**src/rtl/hw_mac_pkg.sv**
```systemverilog
package hw_mac_pkg;

   // decoded control bits of one operation
   typedef struct packed {
      logic accum;      // add or subtract the destination
      logic negate;     // subtract instead of add
      logic ov_rep;     // report overflow
      logic sat;        // clamp on overflow
      logic signed_op;  // signed halves and signed overflow rule
      logic a_low;      // low half of A
      logic b_low;      // low half of B
   } mac_ctl_t;

   function automatic mac_ctl_t decode_ctl(input logic [2:1] o2, input logic [4:0] o3);
      mac_ctl_t c;
      c.accum     = o2[2];
      c.negate    = o2[1];
      c.ov_rep    = o3[4];
      c.b_low     = o3[3];
      c.a_low     = o3[2];
      c.sat       = o3[1];
      c.signed_op = o3[0];
      return c;
   endfunction

endpackage

```
**src/rtl/hw_mac_mult.sv**
```systemverilog
module hw_mac_mult #(
   parameter int DATA_W     = 32,
   parameter int MULT_STYLE = 0   // 0: one widened signed multiplier, 1: two multipliers and a mux
) (
   input  logic [DATA_W-1:0] src_a,
   input  logic [DATA_W-1:0] src_b,
   input  logic              a_low,
   input  logic              b_low,
   input  logic              signed_op,
   output logic [DATA_W-1:0] prod
);
   localparam int HALF_W = DATA_W / 2;

   logic [HALF_W-1:0] half_a, half_b;

   assign half_a = a_low ? src_a[HALF_W-1:0] : src_a[DATA_W-1:HALF_W];
   assign half_b = b_low ? src_b[HALF_W-1:0] : src_b[DATA_W-1:HALF_W];

   generate
      if (MULT_STYLE == 0) begin : g_shared
         logic [HALF_W:0]          ext_a, ext_b;
         logic signed [DATA_W-1:0] wide_a, wide_b;
         assign ext_a  = {signed_op & half_a[HALF_W-1], half_a};
         assign ext_b  = {signed_op & half_b[HALF_W-1], half_b};
         assign wide_a = DATA_W'($signed(ext_a));
         assign wide_b = DATA_W'($signed(ext_b));
         assign prod   = wide_a * wide_b;
      end else begin : g_split
         logic [DATA_W-1:0] s_a, s_b, u_a, u_b, p_s, p_u;
         assign s_a  = {{HALF_W{half_a[HALF_W-1]}}, half_a};
         assign s_b  = {{HALF_W{half_b[HALF_W-1]}}, half_b};
         assign u_a  = {{HALF_W{1'b0}}, half_a};
         assign u_b  = {{HALF_W{1'b0}}, half_b};
         assign p_s  = s_a * s_b;
         assign p_u  = u_a * u_b;
         assign prod = signed_op ? p_s : p_u;
      end
   endgenerate

endmodule

```
**src/rtl/hw_mac_accum.sv**
```systemverilog
module hw_mac_accum
   import hw_mac_pkg::*;
#(
   parameter int DATA_W = 32
) (
   input  logic [DATA_W-1:0] acc_in,
   input  logic [DATA_W-1:0] prod,
   input  mac_ctl_t          ctl,
   output logic [DATA_W-1:0] result,
   output logic              ovf,
   output logic              ov_we
);
   localparam int MSB = DATA_W - 1;
   localparam logic [DATA_W-1:0] S_MAX = {1'b0, {(DATA_W-1){1'b1}}};
   localparam logic [DATA_W-1:0] S_MIN = {1'b1, {(DATA_W-1){1'b0}}};
   localparam logic [DATA_W-1:0] U_MAX = {DATA_W{1'b1}};

   logic [DATA_W-1:0] raw;
   logic              ovf_s, ovf_u, ovf_any;
   logic [DATA_W-1:0] clamp;

   assign raw = ctl.negate ? (acc_in - prod) : (acc_in + prod);

   // signed rule: same sign in, different sign out relative to the accumulator
   assign ovf_s = (acc_in[MSB] == prod[MSB]) && (raw[MSB] != acc_in[MSB]);
   assign ovf_u = raw < prod;
   assign ovf_any = ctl.signed_op ? ovf_s : ovf_u;

   assign clamp = ctl.signed_op ? (acc_in[MSB] ? S_MIN : S_MAX) : U_MAX;

   always_comb begin
      if (!ctl.accum) begin
         result = prod;
      end else if (ctl.sat && ovf_any) begin
         result = clamp;
      end else begin
         result = raw;
      end
   end

   assign ov_we = ctl.accum & ctl.ov_rep;
   assign ovf   = ctl.accum & ovf_any;

endmodule

```
**src/rtl/hw_mac_flags.sv**
```systemverilog
module hw_mac_flags #(
   parameter int DATA_W = 32
) (
   input  logic [DATA_W-1:0] value,
   input  logic              so,
   output logic [3:0]        cr
);
   logic neg, zero;

   assign neg  = value[DATA_W-1];
   assign zero = (value == '0);
   assign cr   = {neg, ~neg & ~zero, zero, so};

endmodule

```
**src/rtl/hw_mac_unit.sv**
```systemverilog
module hw_mac_unit
   import hw_mac_pkg::*;
#(
   parameter int DATA_W     = 32,
   parameter int MULT_STYLE = 0
) (
   input  logic              clk,
   input  logic              rst_n,
   input  logic              in_valid,
   input  logic [DATA_W-1:0] src_a,
   input  logic [DATA_W-1:0] src_b,
   input  logic [DATA_W-1:0] acc_in,
   input  logic [2:1]        opc2,
   input  logic [4:0]        opc3,
   input  logic              so_in,
   input  logic              rec_en,
   output logic              out_valid,
   output logic [DATA_W-1:0] acc_out,
   output logic              ov_we,
   output logic              ov_out,
   output logic              so_out,
   output logic              cr_we,
   output logic [3:0]        cr_out
);
   generate
      if (DATA_W < 4 || (DATA_W % 2) != 0) begin : g_bad_width
         $error("hw_mac_unit: DATA_W must be even and at least 4");
      end
      if (MULT_STYLE != 0 && MULT_STYLE != 1) begin : g_bad_style
         $error("hw_mac_unit: MULT_STYLE must be 0 or 1");
      end
   endgenerate

   mac_ctl_t          ctl;
   logic [DATA_W-1:0] prod, result;
   logic              ovf, ovwe_c, so_c;
   logic [3:0]        cr_c;

   assign ctl = decode_ctl(opc2, opc3);

   hw_mac_mult #(.DATA_W(DATA_W), .MULT_STYLE(MULT_STYLE)) u_mult (
      .src_a     (src_a),
      .src_b     (src_b),
      .a_low     (ctl.a_low),
      .b_low     (ctl.b_low),
      .signed_op (ctl.signed_op),
      .prod      (prod)
   );

   hw_mac_accum #(.DATA_W(DATA_W)) u_accum (
      .acc_in (acc_in),
      .prod   (prod),
      .ctl    (ctl),
      .result (result),
      .ovf    (ovf),
      .ov_we  (ovwe_c)
   );

   assign so_c = so_in | (ovwe_c & ovf);

   hw_mac_flags #(.DATA_W(DATA_W)) u_flags (
      .value (result),
      .so    (so_c),
      .cr    (cr_c)
   );

   always_ff @(posedge clk) begin
      if (!rst_n) begin
         out_valid <= 1'b0;
         acc_out   <= '0;
         ov_we     <= 1'b0;
         ov_out    <= 1'b0;
         so_out    <= 1'b0;
         cr_we     <= 1'b0;
         cr_out    <= '0;
      end else begin
         out_valid <= in_valid;
         if (in_valid) begin
            acc_out <= result;
            ov_we   <= ovwe_c;
            ov_out  <= ovwe_c & ovf;
            so_out  <= so_c;
            cr_we   <= rec_en;
            cr_out  <= cr_c;
         end
      end
   end


   valid_latency_chk: assert property (@(posedge clk) disable iff (!rst_n)
      in_valid |=> out_valid);


   ov_sets_so_chk: assert property (@(posedge clk) disable iff (!rst_n)
      ov_out |-> (so_out && ov_we));


   product_no_ov_chk: assert property (@(posedge clk) disable iff (!rst_n)
      (in_valid && !opc2[2]) |=> (!ov_we && !ov_out));


   cr_shape_chk: assert property (@(posedge clk) disable iff (!rst_n)
      cr_we |-> ($onehot(cr_out[3:1]) && cr_out[0] == so_out));


   signed_clamp_chk: assert property (@(posedge clk) disable iff (!rst_n)
      (out_valid && ov_out && $past(opc3[1] && opc3[0])) |->
      (acc_out == {1'b0, {(DATA_W-1){1'b1}}} || acc_out == {1'b1, {(DATA_W-1){1'b0}}}));


   unsigned_clamp_chk: assert property (@(posedge clk) disable iff (!rst_n)
      (out_valid && ov_out && $past(opc3[1] && !opc3[0])) |-> (acc_out == {DATA_W{1'b1}}));

endmodule

```
**config.mk**
```make
export PLATFORM = sky130hd
export DESIGN_NAME = hw_mac_unit
export DESIGN_NICKNAME = d
export VERILOG_FILES = /design/src/rtl/hw_mac_pkg.sv /design/src/rtl/hw_mac_mult.sv /design/src/rtl/hw_mac_accum.sv /design/src/rtl/hw_mac_flags.sv /design/src/rtl/hw_mac_unit.sv
export SDC_FILE = /design/constraint.sdc
export NUM_CORES = 1
export LEC_CHECK = 0
export ABC_AREA = 1
export BUFFER_PORTS_ARGS = -buffer_cell sky130_fd_sc_hd__clkbuf_2
export CAP_MARGIN = 5
export CORE_MARGIN = 2
export CORE_UTILIZATION = 50
export CTS_BUF_LIST = sky130_fd_sc_hd__clkbuf_4 sky130_fd_sc_hd__clkbuf_8
export CTS_CLUSTER_DIAMETER = 60
export CTS_CLUSTER_SIZE = 30
export DETAILED_ROUTE_END_ITERATION = 10
export MAX_ROUTING_LAYER = met4
export PLACE_DENSITY = 0.7
export SYNTH_ARGS = -nofsm -noshare
export SYNTH_HDL_FRONTEND = slang
export SYNTH_SLANG_ARGS = --single-unit
```
**constraint.sdc**
```tcl
create_clock -name clk -period 12.4 [get_ports clk]
set_clock_uncertainty 0.2 [all_clocks]
set_input_delay 2.48 -clock clk [delete_from_list [all_inputs] [get_ports clk]]
set_output_delay 2.48 -clock clk [all_outputs]
set_load 0.1 [all_outputs]
```
==> results of run 1 <==
[cells in the mapped netlist, types with 2 or more instances]
| cell | count | area (um^2) |
|---|---|---|
| a21boi_0 | 2 | 15.0 |
| a21o_1 | 6 | 45.0 |
| a21oi_1 | 100 | 500 |
| a21oi_2 | 2 | 17.5 |
| a31oi_1 | 9 | 56.3 |
| and2_1 | 4 | 25.0 |
| buf_2 | 7 | 35.0 |
| buf_4 | 5 | 37.5 |
| buf_6 | 5 | 56.3 |
| clkbuf_1 | 39 | 146 |
| clkinv_1 | 6 | 22.5 |
| dfxtp_1 | 39 | 781 |
| fa_1 | 283 | 5670 |
| ha_1 | 146 | 1830 |
| inv_1 | 557 | 2090 |
| inv_2 | 10 | 37.5 |
| nand2_1 | 599 | 2250 |
| nand2_2 | 12 | 75.1 |
| nand2_4 | 2 | 22.5 |
| nand3_1 | 93 | 465 |
| nand3_2 | 5 | 50.1 |
| nand3_4 | 2 | 35.0 |
| nand3b_1 | 2 | 15.0 |
| nand4_1 | 23 | 144 |
| nor2_1 | 240 | 901 |
| nor2_2 | 7 | 43.8 |
| nor3_1 | 8 | 40.0 |
| nor4_1 | 5 | 31.3 |
| o211ai_1 | 2 | 15.0 |
| o21ai_0 | 75 | 375 |
| o21ai_1 | 18 | 90.1 |
| o21bai_1 | 4 | 30.0 |
| o221ai_1 | 2 | 17.5 |
| or2_2 | 17 | 106 |
| xnor2_1 | 13 | 114 |
| xor2_1 | 54 | 473 |
| xor2_2 | 2 | 32.5 |
[logic make-up after synthesis]
group	after synthesis
AND/OR/NAND/NOR	1022
buffers and inverters	632
adder cells (fa/ha/maj)	429
AO/OA/AOI/OAI	227
XOR/XNOR	70
flip-flops	39
multiplexers	1
[state kept, by name, indices dropped and copies added (netlist names)]
register / cells
ov_out: 1
ov_we: 1
cr_out: 3
out_valid: 1
cr_we: 1
acc_out: 32
[final cells by class]
class	instances	area share, %
sequential	39	3.19
clock inverter	2	0.246
inverter	575	9.00
tap	448	2.29
clock buffer	6	0.312
multi-input combinational	1750	62.9
timing repair buffer	696	22.0
[critical path: cells and delay by family]
kind                     cells  cell delay [ns]
AND/OR/NAND/NOR             30             3.31
AO/OA/AOI/OAI                5             0.47
XOR/XNOR                     2             0.37
adder cells (fa/ha/maj)      9             3.67
buffers and inverters       21             2.26
[final timing paths]
path	from	endpoint	slack [ns]	cells past startpoint
setup / recovery	opc3[2]	cr_out[2]	-0.20	67
hold / removal	cr_out[2]	cr_out[2]	0.30	2
setup reg to reg	acc_out[29]	acc_out[29]	11.44	2
hold reg to reg	cr_out[2]	cr_out[2]	0.30	2
[per-stage QoR]
stage          util [%]  worst slack (ns)  setup TNS (ns)  area, um^2  hold slack (ns)
2_1_floorplan         -          0.000206               0       16800            0.701
3_3_place_gp       64.0            -0.732          -12.39       21400            0.260
3_5_place_dp       64.0            -0.900          -17.66       21400            0.274
4_1_cts            66.4            -0.136          -0.346       22100            0.295
5_1_grt            73.3            -0.668          -10.22       24400            0.318
6_report           73.3            -0.198          -0.583       24400            0.295
[layer usage]
layer | global-route usage (%) | wire [um] | vias to the layer above | share of wire (%)
li1 | - | - | 8528 | -
met1 | 42.5 | 24200 | 8735 | 43
met2 | 51.8 | 26800 | 591 | 47
met3 | 4.73 | 4260 | 126 | 7.5
met4 | 6.66 | 1450 | 0 | 2.6
met5 | - | 0 | - | 0
[what timing repair did]
action	CTS	global route
setup endpoints to repair	35	36
resized for setup	95	477
hold endpoints to repair	0	0
gates cloned	1	9
setup buffers	24	60
pin swaps	25	185
==> metrics.md, run 1 <==
| Metric | Value |
|---|---|
| CORE AREA | roughly 33,000 um^2 |
| Seq/Total Area, Yosys | around 4.6% |
| Critical Path End Type | flip-flop |
| ANT cells | 0 |
| Syn Inst Count | between 2,000 and 2,500 |
| Post-Synth XOR/XNOR Area | 3.78% |
| CP Max Fanout | 8 |
| Clock tree root buffer cell | clkbuf_8 |
| Routed vias/inst | about 5 |
| Crit start category | input pin |
| Synth Area in Compound Gates | 7.31% |
| Share of cells above drive strength 1 | 37.9% |
| Final Hold Vio Count | 0 |
| Fin nets | between 3,000 and 4,000 |
| Main combinational cell family by area after synthesis | adder cells |
| Synthesized cell area | between 15,000 and 20,000 um^2 |
| Actual slew at the worst max-slew pin | about 1.3 ns |
| Max_cap viols | 0 |
| Crit share post-route | 102% |
| Top Ports | roughly 150 |
| Slew margin rel. | 15.6% |
| CP most frequent cell | inv_2 |
| Routed wire length | roughly 57,000 um |
| # setup viols final | 5 |
| Chip height | ~190 um |
| Vias in the first global route | around 18,000 |
| Layout area overhead | 45.3% |
| Routed Antenna Nets | 0 |
| Fin worst setup slack | -0.198 ns |
| Placed insts | about 3,400 |
| Routed len/inst | between 15 and 20 um |
| Commonest non-fill, non-tap cells in the layout | inv_1, nand2_1, buf_4 |
| Hold WC Path Type | flip-flop to flip-flop |
| Die width | around 190 um |
| DRC viols | 0 |
| RSZ-0062 raised after global routing | yes |
| Most common cell after layout, fill and taps aside | inv_1 |
| GP Congestion | 1.00 |
| Initial antenna violation count | 0 |
| Largest net degree at the start of global routing | 74 |
| I/O Buffers | roughly 150 |
| Hpwl dp | between 40,000 and 50,000 um |
| CTS tree | done |
| Post-layout min period | around 13 ns |
| Total track usage | a little under a third |
| Filler cell count | 2,655 |
| Post-synth EDFFs | 0 |
| Die area | between 30,000 and 40,000 um^2 |
| Non-filler instance count after layout | approximately 3,500 |
| Clock latency on the worst-skew pair | ~0.3 ns |
| Synth async-reset ratio | 0% |
| Crit path kind | input pin to flip-flop |
| DR iter-0 viols | about 1,400 |
| Multi-input logic area | around 15,000 um^2 |
| Clk buf depth | 2 |
| Upper clock frequency limit | between 70 and 80 MHz |
| Simple-Gate Fraction of Synth Area | about 25% |
| # hold bufs at CTS | 0 |
| Seq. cell area | 781 um^2 |
| First-pass GRT wire length | just under 90,000 um |
| Vias | 18,000 |
| Initial cell density of the core | between 50% and 60% |
| DRT Pass-1 Iters | 5 |
| Rows | 67 |
| Clk sinks | 39 |
| Post-synthesis register bit count | 39 |
| H-tree lvl count | 2 |
| Worst path required time | 12.40 ns |
| Predominant post-synthesis flop cell | dfxtp_1 |
| Failing checks | setup timing |
| Synth cell types | 52 |
| Critical path's slowest cell | fa_1 |
| Gr ovfl total | 0 |
| Num CTS Buffers | 5 |
| Syn Area/Cell | ~7.0 um^2 |
| Synth warn | 0 |
| Synth Net Count | ~3,000 |
| Run status | finished, violations left |
| Adder-cell area share of the yosys netlist | around 45% |
| Mux cell area share after synthesis | 0.0595% |
| WP data arrival | 12.60 ns |
| Reg clk slew, reported paths | around 0.07 ns |
| Largest stage delay, worst path | ~0.51 ns |
| Pins Over Slew Limit | 0 |
Power of run 1 is not shown: default switching activity piles up to over one toggle a cycle in this logic, so the estimate is an artifact.
==> run 2, diff against run 1 <==
--- a/config.mk
+++ b/config.mk
@@ -17,3 +17,3 @@
 export MAX_ROUTING_LAYER = met4
-export PLACE_DENSITY = 0.7
+export PLACE_DENSITY = 0.68
 export SYNTH_ARGS = -nofsm -noshare
==> constraint.sdc (replaced) <==
create_clock -name clk -period 11.8 [get_ports clk]
set_clock_uncertainty 0.2 [all_clocks]
set_input_delay 2.36 -clock clk [delete_from_list [all_inputs] [get_ports clk]]
set_output_delay 2.36 -clock clk [all_outputs]
set_load 0.05 [all_outputs]
==> metrics.md, run 2 (synthesis results as in run 1) <==
| Metric | Value |
|---|---|
| Run status | finished, violations left |
| Failing checks | setup timing |
| Clk buf depth | 2 |
| Rows | 67 |
| Largest net degree at the start of global routing | 74 |
| CP most frequent cell | nand2_2 |
| Worst path required time | approximately 12 ns |
| CORE AREA | 33,400 um^2 |
| Chip height | 187 um |
| Filler cell count | roughly 2,900 |
| DRC viols | 0 |
| Reg clk slew, reported paths | around 0.090 ns |
| DRT Pass-1 Iters | 8 |
| Pins Over Slew Limit | 0 |
| First-pass GRT wire length | a little over 90,000 um |
| Placed insts | about 3,400 |
| Die width | ~190 um |
| Routed len/inst | between 15 and 20 um |
| Routed vias/inst | 5.03 |
| Post-layout min period | approximately 13 ns |
| Crit share post-route | 106% |
| Crit start category | input pin |
| Critical path's top delay family | adder cells |
| Slew margin rel. | 13.3% |
| Fin worst setup slack | -0.703 ns |
| Clk sinks | 39 |
| Gr ovfl total | 0 |
| GP Congestion | roughly 1.0 |
| Vias in the first global route | between 15,000 and 20,000 |
| Top Ports | 149 |
| I/O Buffers | about 150 |
| Critical Path End Type | flip-flop |
| Clock latency on the worst-skew pair | ~0.29 ns |
| Most flops, register | acc_out |
| Share of cells above drive strength 1 | between 30% and 40% |
| CP Max Fanout | 5 |
| Largest stage delay, worst path | between 0.5 and 0.6 ns |
| Non-filler instance count after layout | ~3,500 |
| Most common cell after layout, fill and taps aside | nand2_1 |
| Actual slew at the worst max-slew pin | roughly 1.3 ns |
| Die area | roughly 35,000 um^2 |
| Upper clock frequency limit | 80.0 MHz |
| Critical path's slowest cell | fa_1 |
| ANT cells | 0 |
| Buf/Inv on CP | 22 |
| Max reg flops | 32 |
| CTS tree | done |
| Hpwl dp | ~47,000 um |
| Hold WC Path Type | flip-flop to flip-flop |
| Commonest non-fill, non-tap cells in the layout | nand2_1, inv_1, buf_4 |
| Total track usage | about a third |
| Internal reg-to-reg setup slack | about 11 ns |
| Initial antenna violation count | 0 |
| # setup viols final | 36 |
| Initial cell density of the core | between 50% and 60% |
| WP data arrival | approximately 13 ns |
| DR iter-0 viols | 1,074 |
| Layout area overhead | 40.6% |
| Vias | between 15,000 and 20,000 |
| Routed wire length | approximately 56,000 um |
| Biggest regs | acc_out (32), cr_out (3) |
| Fin nets | about 3,600 |
| H-tree lvl count | 2 |
| Crit path kind | input pin to flip-flop |
| Final Hold Vio Count | 0 |
| Routed Antenna Nets | 0 |
| Max_cap viols | 0 |
| RSZ-0062 raised after global routing | yes |
| Clock tree root buffer cell | clkbuf_8 |
| Num CTS Buffers | 5 |
## run 2: changes by cell type in the layout (fill, tap and decap cells not counted), sizes merged
cell	before	now
buf	544	515
clkinvlp	3	2
clkbuf	158	156
nand2	614	613
clkinv	3	8
inv	569	567
## run 2: what timing repair did
item / CTS / global route
pin swaps: 70 / 86
resized for setup: 179 / 156
hold buffers: 0 / 0
setup endpoints to repair: 36 / 36
gates cloned: 5 / 3
buffers inserted: 37 / 29
## run 2: stage by stage
step	TNS [ns]	hold slack [ns]	setup slack, ns	cell area, um^2	util, %
detailed placement	-26.92	0.282	-1.28	21600	64.8
finish	-14.81	0.306	-0.703	23600	70.9
floorplan	-0.0466	0.481	-0.0466	17200	-
global route	-31.42	0.315	-1.18	23600	70.9
CTS	-5.89	0.302	-0.524	22900	68.6
global placement	-21.06	0.277	-1.13	21600	64.8
## run 2: final timing paths
check | cells after the start | to | startpoint
worst max-delay path | 69 | cr_out[2] | opc3[3]
worst min-delay path | 2 | cr_out[2] | cr_out[2]
worst max register to register | 2 | acc_out[6] | acc_out[6]
worst min register to register | 2 | cr_out[2] | cr_out[2]
## run 2: tightest hold or removal path: stages (launching register included)
cell and delay, ns:
dfxtp_1 0.34, nand2_1 0.07, a21oi_1 0.06
## run 2: layout make-up
cell class	instances	area, um^2	share of cell area (%)
clock buffer	6	76.3	0.323
clock inverter	2	60.1	0.254
inverter	575	2210	9.36
multi-input combinational	1749	14900	62.9
sequential	39	781	3.30
tap	448	561	2.37
timing repair buffer	665	5060	21.4
timing repair inverter	2	25.0	0.106
## run 2: routing by layer
| metal | track usage (%) | routed length (um) | vias to the layer above |
|---|---|---|---|
| met2 | 54.3 | 26000 | 550 |
| met3 | 4.47 | 4080 | 89 |
| li1 | - | - | 8468 |
| met4 | 5.91 | 1210 | 0 |
| met1 | 45.1 | 24300 | 8428 |
| met5 | - | 0 | - |
Power of run 2 is left out for the same reason.
